<file path="src/rtl/tcap_pkg.sv">
package tcap_pkg;
   typedef enum logic {
      TRIG_PIN = 1'b0,
      TRIG_CMP = 1'b1
   } trig_src_e;

   typedef enum logic {
      EDGE_FALL = 1'b0,
      EDGE_RISE = 1'b1
   } trig_edge_e;
endpackage

</file>
<file path="src/rtl/tcap_sync.sv">
module tcap_sync #(
   parameter int STAGES = 2
) (
   input  logic clk,
   input  logic rst_n,
   input  logic din,
   output logic dout
);
   logic [STAGES-1:0] chain_q;

   generate
      for (genvar s = 0; s < STAGES; s++) begin : g_stage
         if (s == 0) begin : g_first
            always_ff @(posedge clk or negedge rst_n) begin
               if (!rst_n) chain_q[0] <= 1'b0;
               else        chain_q[0] <= din;
            end
         end else begin : g_next
            always_ff @(posedge clk or negedge rst_n) begin
               if (!rst_n) chain_q[s] <= 1'b0;
               else        chain_q[s] <= chain_q[s-1];
            end
         end
      end
   endgenerate

   assign dout = chain_q[STAGES-1];
endmodule

</file>
<file path="src/rtl/tcap_filter.sv">
module tcap_filter #(
   parameter int SAMPLES = 4
) (
   input  logic clk,
   input  logic rst_n,
   input  logic hold,
   input  logic din,
   output logic dout
);
   generate
      if (SAMPLES > 1) begin : g_window
         localparam int HIST_W = SAMPLES - 1;
         logic [HIST_W-1:0]  hist_q;
         logic [SAMPLES-1:0] window;
         logic               level_q;

         assign window = {hist_q, din};

         always_ff @(posedge clk or negedge rst_n) begin
            if (!rst_n) begin
               hist_q  <= '0;
               level_q <= 1'b0;
            end else if (!hold) begin
               hist_q <= window[HIST_W-1:0];
               if (&window)        level_q <= 1'b1;
               else if (~|window)  level_q <= 1'b0;
            end
         end
         assign dout = level_q;
      end else begin : g_bypass
         assign dout = din;
      end
   endgenerate
endmodule

</file>
<file path="src/rtl/tcap_edge.sv">
module tcap_edge (
   input  logic clk,
   input  logic rst_n,
   input  logic hold,
   input  logic rise_sel,
   input  logic din,
   output logic hit
);
   logic prev_q;

   always_ff @(posedge clk or negedge rst_n) begin
      if (!rst_n)     prev_q <= 1'b0;
      else if (!hold) prev_q <= din;
   end

   assign hit = !hold && (rise_sel ? (din && !prev_q) : (!din && prev_q));
endmodule

</file>
<file path="src/rtl/tcap_unit.sv">
module tcap_unit #(
   parameter int CNT_W        = 16,
   parameter int BYTE_W       = 8,
   parameter int SYNC_STAGES  = 2,
   parameter int FILT_SAMPLES = 4
) (
   input  logic              clk,
   input  logic              rst_n,
   input  logic [CNT_W-1:0]  cnt_val,
   input  logic              pin_in,
   input  logic              cmp_in,
   input  logic              src_sel,
   input  logic              edge_sel,
   input  logic              filt_en,
   input  logic              top_mode,
   input  logic              flag_clr,
   input  logic              bus_wr,
   input  logic              bus_rd,
   input  logic              bus_hi,
   input  logic [BYTE_W-1:0] bus_wdata,
   output logic [BYTE_W-1:0] bus_rdata,
   output logic              cap_flag,
   output logic [CNT_W-1:0]  cap_val
);
   import tcap_pkg::*;

   localparam int HI_LSB = BYTE_W;

   generate
      if (CNT_W != 2 * BYTE_W) begin : g_bad_width
         $error("tcap_unit: CNT_W must be twice BYTE_W");
      end
      if (SYNC_STAGES < 2) begin : g_bad_sync
         $error("tcap_unit: SYNC_STAGES must be at least 2");
      end
      if (FILT_SAMPLES < 2) begin : g_bad_filt
         $error("tcap_unit: FILT_SAMPLES must be at least 2");
      end
   endgenerate

   trig_src_e  src_e;
   trig_edge_e edge_e;
   logic       trig_raw, trig_sync, trig_filt, trig_det, raw_hit, cap_evt;
   logic [CNT_W-1:0]  cap_q;
   logic [BYTE_W-1:0] tmp_q;
   logic              flag_q;
   logic              low_wr, low_rd;

   assign src_e    = trig_src_e'(src_sel);
   assign edge_e   = trig_edge_e'(edge_sel);
   assign trig_raw = (src_e == TRIG_CMP) ? cmp_in : pin_in;

   tcap_sync #(.STAGES(SYNC_STAGES)) i_sync (
      .clk  (clk),
      .rst_n(rst_n),
      .din  (trig_raw),
      .dout (trig_sync)
   );

   tcap_filter #(.SAMPLES(FILT_SAMPLES)) i_filter (
      .clk  (clk),
      .rst_n(rst_n),
      .hold (top_mode),
      .din  (trig_sync),
      .dout (trig_filt)
   );

   assign trig_det = filt_en ? trig_filt : trig_sync;

   tcap_edge i_edge (
      .clk     (clk),
      .rst_n   (rst_n),
      .hold    (top_mode),
      .rise_sel(edge_e == EDGE_RISE),
      .din     (trig_det),
      .hit     (raw_hit)
   );

   assign cap_evt = raw_hit && !top_mode;
   assign low_wr  = bus_wr && !bus_hi;
   assign low_rd  = bus_rd && !bus_hi;

   always_ff @(posedge clk or negedge rst_n) begin
      if (!rst_n)                cap_q <= '0;
      else if (cap_evt)          cap_q <= cnt_val;
      else if (top_mode && low_wr) cap_q <= {tmp_q, bus_wdata};
   end

   always_ff @(posedge clk or negedge rst_n) begin
      if (!rst_n)                 tmp_q <= '0;
      else if (bus_wr && bus_hi)  tmp_q <= bus_wdata;
      else if (low_rd)            tmp_q <= cap_q[CNT_W-1:HI_LSB];
   end

   always_ff @(posedge clk or negedge rst_n) begin
      if (!rst_n)        flag_q <= 1'b0;
      else if (cap_evt)  flag_q <= 1'b1;
      else if (flag_clr) flag_q <= 1'b0;
   end

   assign bus_rdata = bus_hi ? tmp_q : cap_q[BYTE_W-1:0];
   assign cap_flag  = flag_q;
   assign cap_val   = cap_q;
endmodule

</file>
<file path="config.mk">
export PLATFORM = sky130hd
export DESIGN_NAME = tcap_unit
export DESIGN_NICKNAME = d
export VERILOG_FILES = /design/src/rtl/tcap_pkg.sv /design/src/rtl/tcap_sync.sv /design/src/rtl/tcap_filter.sv /design/src/rtl/tcap_edge.sv /design/src/rtl/tcap_unit.sv
export SDC_FILE = /design/constraint.sdc
export NUM_CORES = 1
export LEC_CHECK = 0
export BUFFER_PORTS_ARGS = -buffer_cell sky130_fd_sc_hd__buf_2
export CORE_ASPECT_RATIO = 0.75
export CORE_UTILIZATION = 47
export CTS_CLUSTER_DIAMETER = 50
export DETAILED_ROUTE_END_ITERATION = 6
export PLACE_DENSITY = 0.76
export SKIP_LAST_GASP = 1
export SLEW_MARGIN = 40
export SYNTH_ARGS = -nofsm -noshare
export SYNTH_HDL_FRONTEND = slang
export SYNTH_SLANG_ARGS = --single-unit
export TNS_END_PERCENT = 100
</file>
<file path="constraint.sdc">
create_clock -name clk -period 1.45 [get_ports clk]
set_input_delay 0 -clock clk [delete_from_list [all_inputs] [get_ports clk]]
set_output_delay 0 -clock clk [all_outputs]
set_load 0.02 [all_outputs]
</file>
# After elaboration in Yosys (flattened, before gate mapping)

Cells that the tools add are included.

Word-level logic and storage cells: 40
Flip-flop bits (word level): 32
Bits of input ports: 36

Equality and inequality tests: 1
Mux-type cells: 12
Reduce and logical (&&, ||, !) cells: 18
Bitwise logic cells: 1

Operator list:

| kind                                                            | count |
|---|---|
| 16-bit two-way mux                                              | 2 |
| 8-bit two-way mux                                               | 3 |
| 1-bit logical AND                                               | 8 |
| 1-bit two-way mux                                               | 7 |
| 2-bit nonzero test                                              | 3 |
| 1-bit logical NOT                                               | 4 |
| 4-bit AND reduction                                             | 1 |
| 4-bit OR reduction                                              | 1 |
| 2-bit by 1-bit != test with 1-bit output, second input constant | 1 |
| 2-bit AND reduction                                             | 1 |
| 1-bit inverter                                                  | 1 |

# Logic depth before layout (Yosys ltp)

Word-level depth: 7
Depth in mapped cells: 6
Depth with buffers taken out: 3

# Cells and area by module

From an unflattened synthesis, not the netlist that was laid out.

Cell total of the unflattened synthesis: 159
Area total of the unflattened synthesis: 1682.9 um^2

By module, submodules not included:

| module      | cells each | area an instance (um^2) | seq. area each (um^2) | times used |
|---|---|---|---|---|
| tcap_unit   | 141        | 1413.9                  | 625.6                 | 1 |
| tcap_filter | 11         | 161.4                   | 100.1                 | 1 |
| tcap_edge   | 5          | 57.6                    | 25.0                  | 1 |
| tcap_sync   | 2          | 50.0                    | 50.0                  | 1 |

# Worst setup path before layout

OpenSTA, ideal clock, no wires.

Kind: register to register
Start point: register i_filter.g_window.level_q, in the netlist i_filter.dout
End point: register flag_q, in the netlist cap_flag
Setup slack: 3 ps
Arrival time: 1329 ps
Data required time: 1332 ps
Buffers on the path: 2
Cell stages (with the launch flop): 6
Library setup time: 118 ps
Cells stage by stage: dfrtp_1 > mux2i_1 > buf_6 > mux2_4 > buf_8 > a21o_1

Word-level cells in the longest chain between the ends: 7

Ends and longest elaborated chain:

| what                                                    | RTL line          | source |
|---|---|---|
| start, declared                                         | tcap_filter.sv:15 | `logic level_q;` |
| start signal, assigned                                  | tcap_filter.sv:22 | `level_q <= 1'b0;` |
| start signal, assigned                                  | tcap_filter.sv:25 | `if (&window) level_q <= 1'b1;` |
| start signal, assigned                                  | tcap_filter.sv:26 | `else if (~\|window) level_q <= 1'b0;` |
| 1-bit two-way mux *                                     | tcap_unit.sv:68   | `assign trig_det = filt_en ? trig_filt : trig_sync;` |
| 1-bit logical NOT                                       | tcap_edge.sv:16   | `assign hit = !hold && (rise_sel ? (din && !prev_q) : (!din && prev_q));` |
| 1-bit logical AND                                       | tcap_edge.sv:16   |  |
| 1-bit two-way mux *                                     | tcap_edge.sv:16   |  |
| 1-bit logical AND *                                     | tcap_edge.sv:16   |  |
| 1-bit logical AND *                                     | tcap_unit.sv:79   | `assign cap_evt = raw_hit && !top_mode;` |
| 1-bit two-way mux or 2-bit nonzero test (tied branches) | n/a               |  |
| end signal, assigned                                    | tcap_unit.sv:96   | `if (!rst_n) flag_q <= 1'b0;` |
| end signal, assigned                                    | tcap_unit.sv:97   | `else if (cap_evt) flag_q <= 1'b1;` |
| end signal, assigned                                    | tcap_unit.sv:98   | `else if (flag_clr) flag_q <= 1'b0;` |
| end, declared                                           | tcap_unit.sv:46   | `logic flag_q;` |

Every way passes the cells marked *; elsewhere a longest branch is shown, timed or not.
A chain may end at the register's enable or synchronous reset.

# Worst setup path after layout

Start point: register i_filter.g_window.level_q, in the netlist i_filter.dout
End point: register cap_q[10], in the netlist cap_val[10]

Word-level cells in the longest chain between the ends: 7

Ends and longest elaborated chain:

| what                                                     | RTL line        | source |
|---|---|---|
| 1-bit two-way mux *                                      | tcap_unit.sv:68 |  |
| 1-bit logical NOT                                        | tcap_edge.sv:16 |  |
| 1-bit logical AND                                        | tcap_edge.sv:16 |  |
| 1-bit two-way mux *                                      | tcap_edge.sv:16 |  |
| 1-bit logical AND *                                      | tcap_edge.sv:16 |  |
| 1-bit logical AND *                                      | tcap_unit.sv:79 |  |
| 16-bit two-way mux or 2-bit nonzero test (tied branches) | n/a             |  |
| end signal, assigned                                     | tcap_unit.sv:85 | `else if (cap_evt) cap_q <= cnt_val;` |
| end signal, assigned                                     | tcap_unit.sv:86 | `else if (top_mode && low_wr) cap_q <= {tmp_q, bus_wdata};` |
| end, declared                                            | tcap_unit.sv:44 | `logic [CNT_W-1:0] cap_q;` |

Marked as above.

==> impl_metrics.tcl <==
set metrics [dict create \
    run_status "completed" \
    synth_cell_types 27 \
    grt.total_usage 0.237 \
    diodes 0 \
    die_area_um2 4890 \
    cp_cell_sequence "mux2i_4 > buf_12 > buf_8 > mux2i_1 > o211ai_2" \
    syn_inst 208 \
    slew_violations 0 \
    cts_root_buf "clkbuf_8" \
    gr-total-overflow 0 \
    drc 0 \
    yosysSeqAreaShare 0.370 \
    path_buf_inv 2 \
    critPathTopFamily "multiplexers" \
    port_buffers 60 \
    grt_pass1_wl_um 8520 \
    drive_gt1_frac 0.404 \
    fin_crit_ps 1430 \
    drt-wirelength-per-cell_um 16.8 \
    clk-insertion-delay-late_ps 280 \
    syn-mean-instance-area_um2 10.4 \
    antenna_found_initial 0 \
    drtIter0Drc 103 \
    fillers 336 \
    syn_nets 244 \
    rsz0062_at_grt "yes" \
    finalSetupViolations 0 \
    hold_viol_final 0 \
    tightest_slew_ps 725 \
    max_clock_freq_mhz 698 \
    fin_nets 318 \
    crit_cells 5 \
    cts_sinks 32 \
    die_x_um 80.4 \
    pin_count 61 \
    die_h_um 60.8 \
    clk_path_buf_depth 2 \
    cts_tree "done" \
    relSlewSlack 0.517 \
    start_util 0.512 \
    detail_route.vias_per_cell 5.75 \
    skew_ps 7.06 \
    h-tree-depth 2 \
    dp.final_hpwl_um 3890 \
    rows 20 \
    vias 1938 \
    syn_area_um2 2170 \
    period_share 0.989 \
    maxCapViolations 0 \
    fin_tns_setup_ps 0 \
    critPathMaxFanout 11 \
    grt_pass1_vias 1628 \
    crit_path_start_kind "flop" \
    drt_pass1_iterations 6 \
    worstSetupPathType "reg2reg" \
    hold_depth 2 \
    ir_drop_v 0.000472 \
    core_area_um2 4230 \
    yosys_warnings 0 \
    worstPathArrival_ps 1590 \
    max_stage_delay_ps 420 \
    final_cell_area_um2 2830 \
    hold_path_class "in2reg" \
    cts_buffers 5 \
    p_leak_nw 1.30 \
    crit_required_ps 1610 \
    ant_nets 0 \
    r2r.worst_path.cells 5 \
    crit_path_top_delay_cell "dfrtp_1" \
    powerDensity_nw_per_um2 1160 \
    path_clk_slew_ps 60 \
    area_growth_pct 30.8 \
    grt_max_degree 33 \
    gp_congestion 0.774 \
    ys_ff_latch 32 \
    cp-end-kind "flop" \
    place_area_um2 2530 \
    drt-total-wl_um 5680 \
]
[cells by family (layout without fill, tap and decap cells)]
group                  count (synthesis)  after routing  synth area share
and+or+nand+nor                       81             81             0.255
muxes                                 39             41             0.189
AOI/OAI and AO/OA                     33             33             0.126
DFF                                   32             32             0.370
buffers and inverters                 23             95            0.0595
[final timing paths]
kind / from / endpoint / slack (ps)
min in group asynchronous: rst_n / tmp_q[6]$_DFFE_PN0P_ / 320
min: bus_hi / tmp_q[7]$_DFFE_PN0P_ / 120
min reg2reg: i_sync.chain_q[0]$_DFF_PN0_ / i_sync.dout$_DFF_PN0_ / 370
max: i_filter.dout$_DFFE_PN0P_ / cap_val[10]$_DFFE_PN0P_ / 20
max in group asynchronous: rst_n / cap_val[1]$_DFFE_PN0P_ / 670
max reg2reg: i_filter.dout$_DFFE_PN0P_ / cap_val[10]$_DFFE_PN0P_ / 20
[synth_stat cells]
library cell	count	area (µm²)
mux2_2	12	135
mux2_4	1	15.0
nand3b_1	2	15.0
o211ai_2	9	113
nand2_1	34	128
and4b_1	1	10.0
buf_6	3	33.8
o21ai_0	1	5.00
nor4bb_1	31	310
mux2i_1	26	260
a21oi_1	7	35.0
and3b_1	1	8.76
nand3_1	2	10.0
dfrtp_1	32	801
o211ai_1	7	52.6
nor3b_1	2	15.0
buf_2	6	30.0
inv_1	2	7.51
clkbuf_1	9	33.8
nor2b_1	7	43.8
and4bb_2	1	12.5
a211oi_1	7	52.6
clkbuf_2	1	5.00
o41ai_1	1	8.76
buf_8	1	15.0
a21o_1	1	7.51
buf_1	1	3.75
[layer usage]
metal  part of all wire  GRT usage
met1               0.52      0.363
met2               0.41      0.339
met3              0.063     0.0526
met4             0.0044     0.0536
met5                  0          0
[report_power, final]
group / total, mW / switching (mW) / internal (mW)
clock network: 0.635 / 0.309 / 0.326
logic: 1.34 / 0.729 / 0.611
registers: 1.31 / 0.198 / 1.11
[cell type report]
class / instances / area (µm²) / share of cell area
Tap cell: 55 / 68.8 / 0.0243
Clock inverter: 1 / 5.00 / 0.00177
Inverter: 2 / 7.51 / 0.00265
Clock buffer: 6 / 72.6 / 0.0256
Timing Repair Buffer: 86 / 558 / 0.197
Multi-Input combinational cell: 155 / 1320 / 0.466
Sequential cell: 32 / 801 / 0.283
[placed cells by master, fill, tap and decap left out, types with 3 or more instances in the layout]
master	Yosys	layout
buf_2	6	60
nand2_1	34	34
dfrtp_1	32	32
nor4bb_1	31	31
mux2i_1	26	19
mux2_2	12	12
dlygate4sd3_1	0	12
buf_4	0	11
o211ai_2	9	9
nor2b_1	7	7
a211oi_1	7	7
a21oi_1	7	7
o211ai_1	7	7
mux2i_2	0	5
clkbuf_8	0	5
mux2_4	1	3
[worst register-to-register path, stage by stage, from the launching register on]
cell      delay (ps)
dfrtp_1          420
mux2i_4          190
buf_12           150
buf_8            170
mux2i_1          270
o211ai_2         110
[sequential cells by signal (all words and copies together), names as in the netlist]
register and flops:
i_sync.dout 1, i_edge.prev_q 1, i_filter.dout 1, cap_val 16
cap_flag 1, tmp_q 8, i_sync.chain_q 1, i_filter.g_window.hist_q 3
[what timing repair did]
item	in CTS	in global routing
setup buffers	0	1
endpoints found under the setup margin	3	17
gates resized for setup	2	12
cloned	0	2
hold buffers	12	0
endpoints found under the hold margin	43	0
[stage by stage]
step	total power, mW	hold slack, ps	utilization	std cells	setup slack (ps)
floorplan	2.13	-296	-	208	3.17
global placement	2.54	99.8	0.598	315	0.789
detailed placement	2.57	98.3	0.598	315	-53.0
CTS	3.24	117	0.646	334	8.03
global route	3.49	146	0.670	337	-26.5
finish	3.29	124	0.670	337	16.5
(Power assumes the default switching activity.)
